--- src/rtl/dqc_pkg.sv ---
package dqc_pkg;
   // arithmetic latency of the correction path in clocks
   localparam int CORR_LAT    = 2;
   // largest extra delay for the correction DAC pipeline
   localparam int MAX_DAC_LAT = 7;

   // coarse three-level code values (passed through verbatim)
   typedef enum logic [1:0] {
      CC_ZERO = 2'b00,
      CC_POS  = 2'b01,
      CC_NEG  = 2'b11
   } coarse_code_e;
endpackage

--- src/rtl/dqc_scale_quant.sv ---
module dqc_scale_quant #(
   parameter int ERR_W       = 22,
   parameter int SCALE_W     = 17,
   parameter int SCALE_FRAC  = 16,
   parameter int LVL_SHIFT   = 15,
   parameter int HALF_LEVELS = 16,
   parameter int OUT_W       = 6
) (
   input  logic                    clk,
   input  logic                    rst_n,
   input  logic                    valid_i,
   input  logic [ERR_W-1:0]        err_i,
   input  logic [SCALE_W-1:0]      scale_i,
   output logic                    valid_o,
   output logic signed [OUT_W-1:0] lvl_o
);
   localparam int PW = ERR_W + SCALE_W + 2;
   localparam logic signed [PW-1:0] RND_A  = PW'(1) << (SCALE_FRAC - 1);
   localparam logic signed [PW-1:0] RND_B  = PW'(1) << (LVL_SHIFT - 1);
   localparam logic signed [PW-1:0] LVL_HI = PW'(HALF_LEVELS);
   localparam logic signed [PW-1:0] LVL_LO = -PW'(HALF_LEVELS);

   generate
      if (SCALE_FRAC < 1 || SCALE_FRAC >= SCALE_W) begin : g_bad_frac
         $error("dqc_scale_quant: SCALE_FRAC out of range");
      end
      if (LVL_SHIFT < 1) begin : g_bad_shift
         $error("dqc_scale_quant: LVL_SHIFT must be positive");
      end
   endgenerate

   logic signed [PW-1:0] neg_err;
   logic signed [PW-1:0] scale_ext;
   logic signed [PW-1:0] prod;
   logic signed [PW-1:0] scaled;
   logic signed [PW-1:0] lvl_wide;
   logic signed [OUT_W-1:0] lvl_clamped;

   assign neg_err   = -{{(PW-ERR_W){err_i[ERR_W-1]}}, err_i};
   assign scale_ext = {{(PW-SCALE_W){1'b0}}, scale_i};
   assign prod      = neg_err * scale_ext;
   assign scaled    = (prod + RND_A) >>> SCALE_FRAC;
   assign lvl_wide  = (scaled + RND_B) >>> LVL_SHIFT;

   always_comb begin
      if (lvl_wide > LVL_HI)
         lvl_clamped = OUT_W'(HALF_LEVELS);
      else if (lvl_wide < LVL_LO)
         lvl_clamped = -OUT_W'(HALF_LEVELS);
      else
         lvl_clamped = lvl_wide[OUT_W-1:0];
   end

   always_ff @(posedge clk or negedge rst_n) begin
      if (!rst_n) begin
         valid_o <= 1'b0;
         lvl_o   <= '0;
      end else begin
         valid_o <= valid_i;
         if (valid_i)
            lvl_o <= lvl_clamped;
      end
   end


   lvl_range_chk: assert property (@(posedge clk) disable iff (!rst_n)
      valid_o |-> (lvl_o <= OUT_W'(HALF_LEVELS) && lvl_o >= -OUT_W'(HALF_LEVELS)));
endmodule

--- src/rtl/dqc_diff.sv ---
module dqc_diff #(
   parameter int HALF_LEVELS = 16,
   parameter int OUT_W       = 6
) (
   input  logic                    clk,
   input  logic                    rst_n,
   input  logic                    valid_i,
   input  logic signed [OUT_W-1:0] lvl_i,
   output logic                    valid_o,
   output logic signed [OUT_W-1:0] diff_o,
   output logic                    ovf_o
);
   localparam int DW = OUT_W + 1;
   localparam logic signed [DW-1:0] D_HI = DW'(HALF_LEVELS);
   localparam logic signed [DW-1:0] D_LO = -DW'(HALF_LEVELS);

   logic signed [OUT_W-1:0] prev_lvl;
   logic signed [DW-1:0]    raw_diff;
   logic signed [OUT_W-1:0] sat_diff;
   logic                    sat_hit;

   assign raw_diff = {lvl_i[OUT_W-1], lvl_i} - {prev_lvl[OUT_W-1], prev_lvl};

   always_comb begin
      sat_hit  = 1'b1;
      sat_diff = OUT_W'(HALF_LEVELS);
      if (raw_diff < D_LO) begin
         sat_diff = -OUT_W'(HALF_LEVELS);
      end else if (raw_diff <= D_HI) begin
         sat_hit  = 1'b0;
         sat_diff = raw_diff[OUT_W-1:0];
      end
   end

   always_ff @(posedge clk or negedge rst_n) begin
      if (!rst_n) begin
         prev_lvl <= '0;
         diff_o   <= '0;
         ovf_o    <= 1'b0;
         valid_o  <= 1'b0;
      end else begin
         valid_o <= valid_i;
         if (valid_i) begin
            prev_lvl <= lvl_i;
            diff_o   <= sat_diff;
            ovf_o    <= sat_hit;
         end
      end
   end


   diff_range_chk: assert property (@(posedge clk) disable iff (!rst_n)
      (diff_o <= OUT_W'(HALF_LEVELS) && diff_o >= -OUT_W'(HALF_LEVELS)));

   ovf_edge_chk: assert property (@(posedge clk) disable iff (!rst_n)
      ovf_o |-> (diff_o == OUT_W'(HALF_LEVELS) || diff_o == -OUT_W'(HALF_LEVELS)));

   hold_diff_chk: assert property (@(posedge clk) disable iff (!rst_n)
      !valid_i |=> ($stable(diff_o) && $stable(ovf_o)));

   hold_prev_chk: assert property (@(posedge clk) disable iff (!rst_n)
      !valid_i |=> $stable(prev_lvl));
endmodule

--- src/rtl/dqc_delay.sv ---
module dqc_delay #(
   parameter int W     = 2,
   parameter int DEPTH = 3
) (
   input  logic         clk,
   input  logic         rst_n,
   input  logic [W-1:0] d_i,
   output logic [W-1:0] d_o
);
   generate
      if (DEPTH < 1) begin : g_bad_depth
         $error("dqc_delay: DEPTH must be at least 1");
      end
   endgenerate

   logic [W-1:0] stage [DEPTH];

   generate
      for (genvar i = 0; i < DEPTH; i++) begin : g_stage
         always_ff @(posedge clk or negedge rst_n) begin
            if (!rst_n)
               stage[i] <= '0;
            else if (i == 0)
               stage[i] <= d_i;
            else
               stage[i] <= stage[(i == 0) ? 0 : i-1];
         end
      end
   endgenerate

   assign d_o = stage[DEPTH-1];
endmodule

--- src/rtl/dqc_corrgen.sv ---
module dqc_corrgen
   import dqc_pkg::*;
#(
   parameter int ERR_W       = 22,
   parameter int SCALE_W     = 17,
   parameter int SCALE_FRAC  = 16,
   parameter int LVL_SHIFT   = 15,
   parameter int HALF_LEVELS = 16,
   parameter int CODE_W      = 2,
   parameter int DAC_LAT     = 1,
   localparam int OUT_W      = $clog2(HALF_LEVELS) + 2
) (
   input  logic                    clk,
   input  logic                    rst_n,
   input  logic                    in_valid,
   input  logic [ERR_W-1:0]        err_in,
   input  logic [SCALE_W-1:0]      scale_k,
   input  logic [CODE_W-1:0]       coarse_in,
   output logic                    out_valid,
   output logic signed [OUT_W-1:0] corr_out,
   output logic                    corr_ovf,
   output logic [CODE_W-1:0]       coarse_out
);
   localparam int CODE_LAT = CORR_LAT + DAC_LAT;
   localparam int CNT_W    = $clog2(CODE_LAT + 2) + 1;

   generate
      if (DAC_LAT < 0 || DAC_LAT > MAX_DAC_LAT) begin : g_bad_lat
         $error("dqc_corrgen: DAC_LAT out of range");
      end
   endgenerate

   logic                    sq_valid;
   logic signed [OUT_W-1:0] sq_lvl;

   dqc_scale_quant #(
      .ERR_W(ERR_W), .SCALE_W(SCALE_W), .SCALE_FRAC(SCALE_FRAC),
      .LVL_SHIFT(LVL_SHIFT), .HALF_LEVELS(HALF_LEVELS), .OUT_W(OUT_W)
   ) u_sq (
      .clk(clk), .rst_n(rst_n), .valid_i(in_valid), .err_i(err_in),
      .scale_i(scale_k), .valid_o(sq_valid), .lvl_o(sq_lvl)
   );

   dqc_diff #(
      .HALF_LEVELS(HALF_LEVELS), .OUT_W(OUT_W)
   ) u_diff (
      .clk(clk), .rst_n(rst_n), .valid_i(sq_valid), .lvl_i(sq_lvl),
      .valid_o(out_valid), .diff_o(corr_out), .ovf_o(corr_ovf)
   );

   dqc_delay #(
      .W(CODE_W), .DEPTH(CODE_LAT)
   ) u_align (
      .clk(clk), .rst_n(rst_n), .d_i(coarse_in), .d_o(coarse_out)
   );

   // cycles since reset release, used to keep history checks in range
   logic [CNT_W-1:0] since_rst;
   always_ff @(posedge clk or negedge rst_n) begin
      if (!rst_n)
         since_rst <= '0;
      else if (since_rst <= CNT_W'(CODE_LAT + 1))
         since_rst <= since_rst + 1'b1;
   end


   valid_lat_chk: assert property (@(posedge clk) disable iff (!rst_n)
      (since_rst > CNT_W'(CORR_LAT)) |-> (out_valid == $past(in_valid, CORR_LAT)));

   code_align_chk: assert property (@(posedge clk) disable iff (!rst_n)
      (since_rst > CNT_W'(CODE_LAT)) |-> (coarse_out == $past(coarse_in, CODE_LAT)));
endmodule

--- config.mk ---
export PLATFORM = sky130hd
export DESIGN_NAME = dqc_corrgen
export DESIGN_NICKNAME = d
export VERILOG_FILES = /design/src/rtl/dqc_pkg.sv /design/src/rtl/dqc_scale_quant.sv /design/src/rtl/dqc_diff.sv /design/src/rtl/dqc_delay.sv /design/src/rtl/dqc_corrgen.sv
export SDC_FILE = /design/constraint.sdc
export NUM_CORES = 1
export LEC_CHECK = 0
export BUFFER_PORTS_ARGS = -buffer_cell sky130_fd_sc_hd__buf_2
export CAP_MARGIN = 30
export CORE_MARGIN = 3
export CORE_UTILIZATION = 60
export CTS_CLUSTER_DIAMETER = 30
export DETAILED_ROUTE_END_ITERATION = 10
export PLACE_DENSITY = 0.88
export SYNTH_ARGS = -nofsm -noshare
export SYNTH_HDL_FRONTEND = slang
export SYNTH_HIERARCHICAL = 1
export SYNTH_SLANG_ARGS = --single-unit
--- constraint.sdc ---
create_clock -name clk -period 2.2 [get_ports clk]
set_input_delay 0.11 -clock clk [delete_from_list [all_inputs] [get_ports clk]]
set_output_delay 0.11 -clock clk [all_outputs]
set_load 0.03 [all_outputs]
==> impl_metrics.json, run 1 <==
{
  "synth_top_family_by_area": "adder cells",
  "cts_max_path_buffers": 2,
  "ys_seq_area_frac": 0.03550,
  "clockRootBuffer": "clkbuf_16",
  "synth_fp_nets": 2749,
  "worstSetupStartpoint": "err_in[4]",
  "worst_hold_path_type": "in -> reg",
  "grt_pass1_wl_um": 92540,
  "start_kind": "primary input",
  "violations": "negative setup slack",
  "fp.dieW_um": 184.1,
  "final_cell_mix": "553 x inv_1, 435 x fa_1, 313 x and2_1",
  "wirelength_um": 63220,
  "routabilityCongestion": 0.9496,
  "synth-async-reset-ratio": 1.000,
  "hpwl_um": 45340,
  "grt_pass1_vias": 18580,
  "avgRoutedWirePerCell_um": 22.76,
  "arrival_ns": 8.78,
  "status": "finished with violations",
  "required_ns": 2.34,
  "path_common_cell": "fa_1",
  "r2r_end": "u_diff/diff_o[2]",
  "via_per_inst": 6.037,
  "final_util": 0.7448,
  "final_common_cell": "inv_1",
  "period_needed_ns": 8.639,
  "regArea_um2": 675.6,
  "fillers": 1753,
  "ys.warnings.count": 6,
  "slowest_delay_ns": 0.59,
  "top_layer_used": "met4",
  "reg2regPathDepth": 10,
  "antenna_found_initial": 0,
  "cts.reportedPaths.clkPinSlew_ns": 0.06,
  "period_share": 3.927,
  "synth_area_per_cell_um2": 9.003,
  "ant_nets": 0,
  "synth_simple_gate_area_share": 0.1811,
  "setup_viol": 12,
  "wl_met2_um": 29940,
  "syn_inst": 2114,
  "fin_tns_setup_ns": -38.94,
  "area_growth_syn_to_layout_pct": 20.96,
  "synth_cell_types": 76,
  "relSlewSlack": 0.5273,
  "synth-seq-cells": 27,
  "overflow": 0,
  "drive_gt1_frac": 0.2268,
  "path_max_fanout": 7,
  "synthXorXnorAreaFrac": 0.03327,
  "worst_pin_slew_ns": 0.7091,
  "port_buffers": 53,
  "slew_violations": 0,
  "die-area_um2": 33890,
  "rsz0062_at_grt": "yes",
  "synth_area_um2": 19030,
  "vias": 16770,
  "synth_compound_area_frac": 0.04799,
  "timing.clock.skew_ns": 0.004631,
  "rows": 64,
  "grt_usage": 0.3519,
  "end_kind": "flop",
  "synth_mux_area_frac": 0.004076,
  "worst_slack_ns": -6.439,
  "cts_buffers": 3,
  "h-tree-depth": 1,
  "clk_latency_ns": 0.26,
  "remaining_drc_errors": 0,
  "tritoncts": "done",
  "drt-met1-wl_um": 19240,
  "multi_input_area_um2": 16960,
  "whs_ns": 0.1138,
  "cts_num_sinks": 27,
  "die_y_um": 184.1,
  "grt_start_max_net_pins": 28,
  "drv_cap": 0,
  "final_nets": 3017,
  "synth-main-ff-cell": "dfrtp_1",
  "initial_core_util": 0.6157,
  "synth-adder-area-share": 0.5676,
  "critical_path_class": "in -> reg",
  "max_freq_mhz": 115.8,
  "wl_met3_um": 6287,
  "endpoint": "u_sq/lvl_o[4]",
  "synth_edf_count": 0,
  "drt_pass1_iterations": 10,
  "core_um2": 30910,
  "num_io_pins": 54,
  "reg2reg_slack_ns": -0.17,
  "hold_viol": 0,
  "cp_slowest_cell": "fa_1",
  "reg2reg_from": "u_sq/lvl_o[0]",
  "first_iter_violations": 1589
}
[synth_stat cells, types with 5 or more instances]
cell      number  area share
a21oi_1       39       0.010
fa_1         454        0.48
nor3b_1        7      0.0028
dfrtp_1       27       0.036
buf_4          5      0.0020
clkbuf_1      78       0.015
nor2b_1        9      0.0030
nor4_1         6      0.0020
a211oi_1       8      0.0032
inv_1        571        0.11
nand2b_1       5      0.0016
a21o_1         7      0.0028
xnor2_1       50       0.023
nand4_1        7      0.0023
xor2_1        16      0.0074
nor2_1        34      0.0067
o21ai_0       22      0.0058
and2_1       325        0.11
nand2_1      184       0.036
o211ai_1       7      0.0028
ha_1         137       0.090
nor3_1        16      0.0042
nand3_1       16      0.0042
a31oi_1        7      0.0023
[cell families (layout without fill, tap and decap cells)]
logic type,Yosys count,count (layout)
multiplexers,7,7
flip-flops,27,27
AND/OR/NAND/NOR,632,632
adder cells (fa/ha/maj),591,591
other,0,1
buffers and inverters,656,920
XOR/XNOR,69,72
AO/OA/AOI/OAI,132,132
[critical path: cells and delay by family]
family,cells,cell delay (ns)
fa+ha+maj,8,3.70
simple gates,12,2.17
buf+inv,10,1.40
compound gates,5,1.14
xor+xnor,1,0.22
[what timing repair did]
action                                  4_1_cts  5_1_grt
pin swaps                                    29       83
endpoints found under the setup margin       12       12
buffers inserted                             18       23
endpoints found under the hold margin        29        0
hold buffers                                  3        0
gates cloned                                  4        0
resized for setup                            75      137
[per-layer routing]
| metal | vias to the layer above | track usage |
|---|---|---|
| met4 | 0 | 0.3045 |
| met2 | 1337 | 0.5999 |
| met5 | - | 0 |
| met3 | 610 | 0.06197 |
| met1 | 8122 | 0.3783 |
| li1 | 6703 | - |
[how the worst min path moves through the flow]
| stage | slack [ns] | startpoint | cells after the start | to |
|---|---|---|---|---|
| after floorplan | -0.19 | rst_n | 0 | u_align/d_o[0] |
| after global placement | 0.13 | rst_n | 1 | u_align/stage[3] |
| after detailed placement | 0.15 | rst_n | 1 | u_align/d_o[0] |
| after CTS | 0.09 | in_valid | 1 | u_sq/valid_o |
| after global routing | 0.12 | in_valid | 1 | u_sq/valid_o |
| final | 0.11 | in_valid | 1 | u_sq/valid_o |
[through the flow]
step / std cells / instance area, µm² / setup WS [ns]
2_1_floorplan: 2114 / 19220 / -5.538
4_1_cts: 2755 / 22280 / -5.758
5_1_grt: 2777 / 23020 / -6.600
3_3_place_gp: 2727 / 21610 / -5.832
3_5_place_dp: 2727 / 21610 / -6.285
6_report: 2778 / 23020 / -6.439
[sequential cells by signal (all words and copies together), names as in the netlist]
name             cells
u_align/d_o          2
u_align/stage        4
u_diff/diff_o        6
u_diff/ovf_o         1
u_diff/prev_lvl      6
u_diff/valid_o       1
u_sq/lvl_o           6
u_sq/valid_o         1
[layout make-up]
class                      count  share of cell area
tap                          396             0.02152
timing repair buffer         345              0.1156
sequential                    27             0.02935
antenna                        1           0.0001087
multi-input combinational   1434              0.7368
clock buffer                   3            0.003261
inverter                     571             0.09310
clock inverter                 1           0.0002174
Power of run 1 is left out: the tool's default activity adds up to more than one toggle a clock period on the data nets, which glitch-free logic cannot reach.
==> run 2: changes to the inputs <==
--- a/config.mk
+++ b/config.mk
@@ -5,6 +5,7 @@
 export SDC_FILE = /design/constraint.sdc
 export NUM_CORES = 1
 export LEC_CHECK = 0
+export ABC_AREA = 1
 export BUFFER_PORTS_ARGS = -buffer_cell sky130_fd_sc_hd__buf_2
 export CAP_MARGIN = 30
 export CORE_MARGIN = 3
==> run 2 against run 1 <==
The run ends with design-rule violations, negative setup slack left. Utilization rose by 1.7 points. Register-to-register slack improved by 0.41 ns. Global-route usage rose by 7.7 points. Largest cell class unchanged.
==> impl_metrics.json, run 2 <==
{
  "status": "finished with violations",
  "violations": "design-rule violations, negative setup slack",
  "h-tree-depth": 1,
  "vias": 19600,
  "reg2reg_slack_ns": 0.24,
  "grt.busiest_layer": "met2",
  "setup_viol": 6,
  "start_kind": "primary input",
  "final_cell_mix": "686 x inv_1, 434 x fa_1, 374 x nand2_1",
  "worstSetupStartpoint": "err_in[6]",
  "remaining_drc_errors": 36,
  "wirelength_um": 71630,
  "arrival_ns": 8.00,
  "first_iter_violations": 2342,
  "period_share": 3.546,
  "period_needed_ns": 7.801,
  "synth_edf_count": 0,
  "cp_slowest_cell": "fa_1",
  "synth_area_um2": 19310,
  "syn_inst": 2534,
  "final_common_cell": "inv_1",
  "post-synth-top-count-cell": "inv_1",
  "antenna_found_initial": 1,
  "num_io_pins": 54,
  "synth_top_area_cell": "fa_1",
  "port_buffers": 53,
  "final_area_um2": 24100,
  "cts_num_sinks": 27,
  "timing.clock.skew_ns": 0.002682,
  "core_um2": 31640,
  "whs_ns": 0.04944,
  "synth-seq-cells": 27,
  "worst_hold_path_type": "in -> reg",
  "synth_fp_nets": 3169,
  "reg2reg_from": "u_sq/lvl_o[0]",
  "max_freq_mhz": 128.2,
  "drive_gt1_frac": 0.2412,
  "place_area_um2": 22760,
  "overflow": 0,
  "worst_pin_slew_ns": 0.6591,
  "ant_nets": 0,
  "cts_max_path_buffers": 2,
  "worst_slack_ns": -5.601,
  "slowest_delay_ns": 0.57,
  "path_max_fanout": 5,
  "via_per_inst": 5.955,
  "rows": 65,
  "cts_buffers": 3,
  "drt_pass1_iterations": 11,
  "num_antenna_cells": 0,
  "clockRootBuffer": "clkbuf_16",
  "grt_pass1_vias": 21970,
  "endpoint": "u_sq/lvl_o[3]",
  "synth-async-reset-ratio": 1.000,
  "synth_cell_types": 37,
  "hold_viol": 0,
  "area_growth_syn_to_layout_pct": 24.80,
  "hpwl_um": 53180,
  "critical_path_class": "in -> reg",
  "use_met2": 0.6830,
  "die_y_um": 185.4,
  "end_kind": "flop",
  "die-area_um2": 34370,
  "grt_use_met3": 0.1579,
  "ys_seq_area_frac": 0.03499,
  "fp.dieW_um": 185.4,
  "r2r_end": "u_diff/diff_o[4]",
  "gr-usage-met1": 0.4332,
  "relSlewSlack": 0.5590,
  "clk_latency_ns": 0.26,
  "drv_cap": 0,
  "grt_usage": 0.4288,
  "synth-main-ff-cell": "dfrtp_1",
  "yosysTopAreaCellShare": 0.4706,
  "path_common_cell": "nand2_2",
  "avgRoutedWirePerCell_um": 21.76,
  "top_regs": "u_diff/diff_o: 6 flops, u_diff/prev_lvl: 6 flops, u_sq/lvl_o: 6 flops",
  "required_ns": 2.40,
  "final_nets": 3526,
  "slew_violations": 0,
  "routabilityCongestion": 0.9770,
  "synth_area_leaders": "fa_1 47%, inv_1 14%, ha_1 8.9%",
  "reg2regPathDepth": 14,
  "tritoncts": "done",
  "fillers": 1888,
  "cts.reportedPaths.clkPinSlew_ns": 0.07,
  "initial_core_util": 0.6104,
  "rsz0062_at_grt": "yes",
  "ys.warnings.count": 6,
  "grt_pass1_wl_um": 112200,
  "grt_start_max_net_pins": 28,
  "synth_area_per_cell_um2": 7.621,
  "ys_top_cells_by_count": "718 x inv_1, 454 x fa_1, 417 x nand2_1"
}
[run 2: changes by cell type after synthesis, moves of 11 or more]
cell      previous run  this run
inv_1              571       718
o21ai_0             22        45
clkbuf_1            78        66
xnor2_1             50         2
nand4_1              7        26
nand3_2              0        11
nand2_1            184       417
and2_1             325         1
nor2_1              34       409
nand3_1             16        80
[run 2: worst min-delay path by stage]
stage	slack (ns)	end	depth (start not counted)	from
final	0.05	u_sq/valid_o	1	in_valid
after detailed placement	0.13	u_align/d_o[0]	1	rst_n
after floorplan	-0.19	u_align/d_o[0]	0	rst_n
after CTS	0.05	u_sq/valid_o	1	in_valid
after global routing	0.06	u_sq/valid_o	1	in_valid
after global placement	0.13	u_align/d_o[0]	1	rst_n
[run 2: kinds of logic after synthesis]
kind of cell,synth area share
fa+ha+maj,0.5594
xor+xnor,0.004989
flops,0.03499
simple gates,0.2121
compound gates,0.02773
buf+inv,0.1607
[run 2: critical path, delay by kind of cell]
| family | cells | cell delay [ns] |
|---|---|---|
| AO/OA/AOI/OAI | 1 | 0.27 |
| adder cells (fa/ha/maj) | 8 | 3.42 |
| buffers and inverters | 12 | 1.10 |
| AND/OR/NAND/NOR | 28 | 3.10 |
[run 2: through the flow]
step / setup WS, ns / utilization / setup TNS [ns] / std cells
detailed placement: -5.638 / 0.7194 / -33.49 / 3249
finish: -5.601 / 0.7618 / -33.07 / 3292
CTS: -4.972 / 0.7504 / -29.42 / 3284
global route: -5.866 / 0.7618 / -34.59 / 3292
global placement: -5.352 / 0.7194 / -31.79 / 3249
floorplan: -4.946 / - / -29.08 / 2534
[run 2: what timing repair did]
| item | in CTS | in global routing |
|---|---|---|
| hold buffers | 3 | 0 |
| pin swaps | 109 | 71 |
| cloned | 2 | 0 |
| endpoints found under the setup margin | 6 | 6 |
| setup buffers | 26 | 8 |
| gates resized for setup | 178 | 84 |
| endpoints found under the hold margin | 29 | 0 |
[run 2: layout make-up]
| cell class | count | area, µm² | area share |
|---|---|---|---|
| clock buffer | 3 | 75.07 | 0.003115 |
| clock inverter | 1 | 7.507 | 0.0003115 |
| inverter | 736 | 2785 | 0.1156 |
| multi-input combinational | 1693 | 16630 | 0.6902 |
| sequential | 27 | 675.6 | 0.02803 |
| tap | 402 | 503.0 | 0.02087 |
| timing repair buffer | 430 | 3421 | 0.1419 |
[run 2: per-layer routing]
| metal | vias to the layer above | share of wire |
|---|---|---|
| met3 | 793 | 0.13 |
| li1 | 7953 | - |
| met5 | - | 0.0011 |
| met4 | 4 | 0.13 |
| met2 | 1677 | 0.45 |
| met1 | 9177 | 0.29 |
Power of run 2 is left out for the same reason.
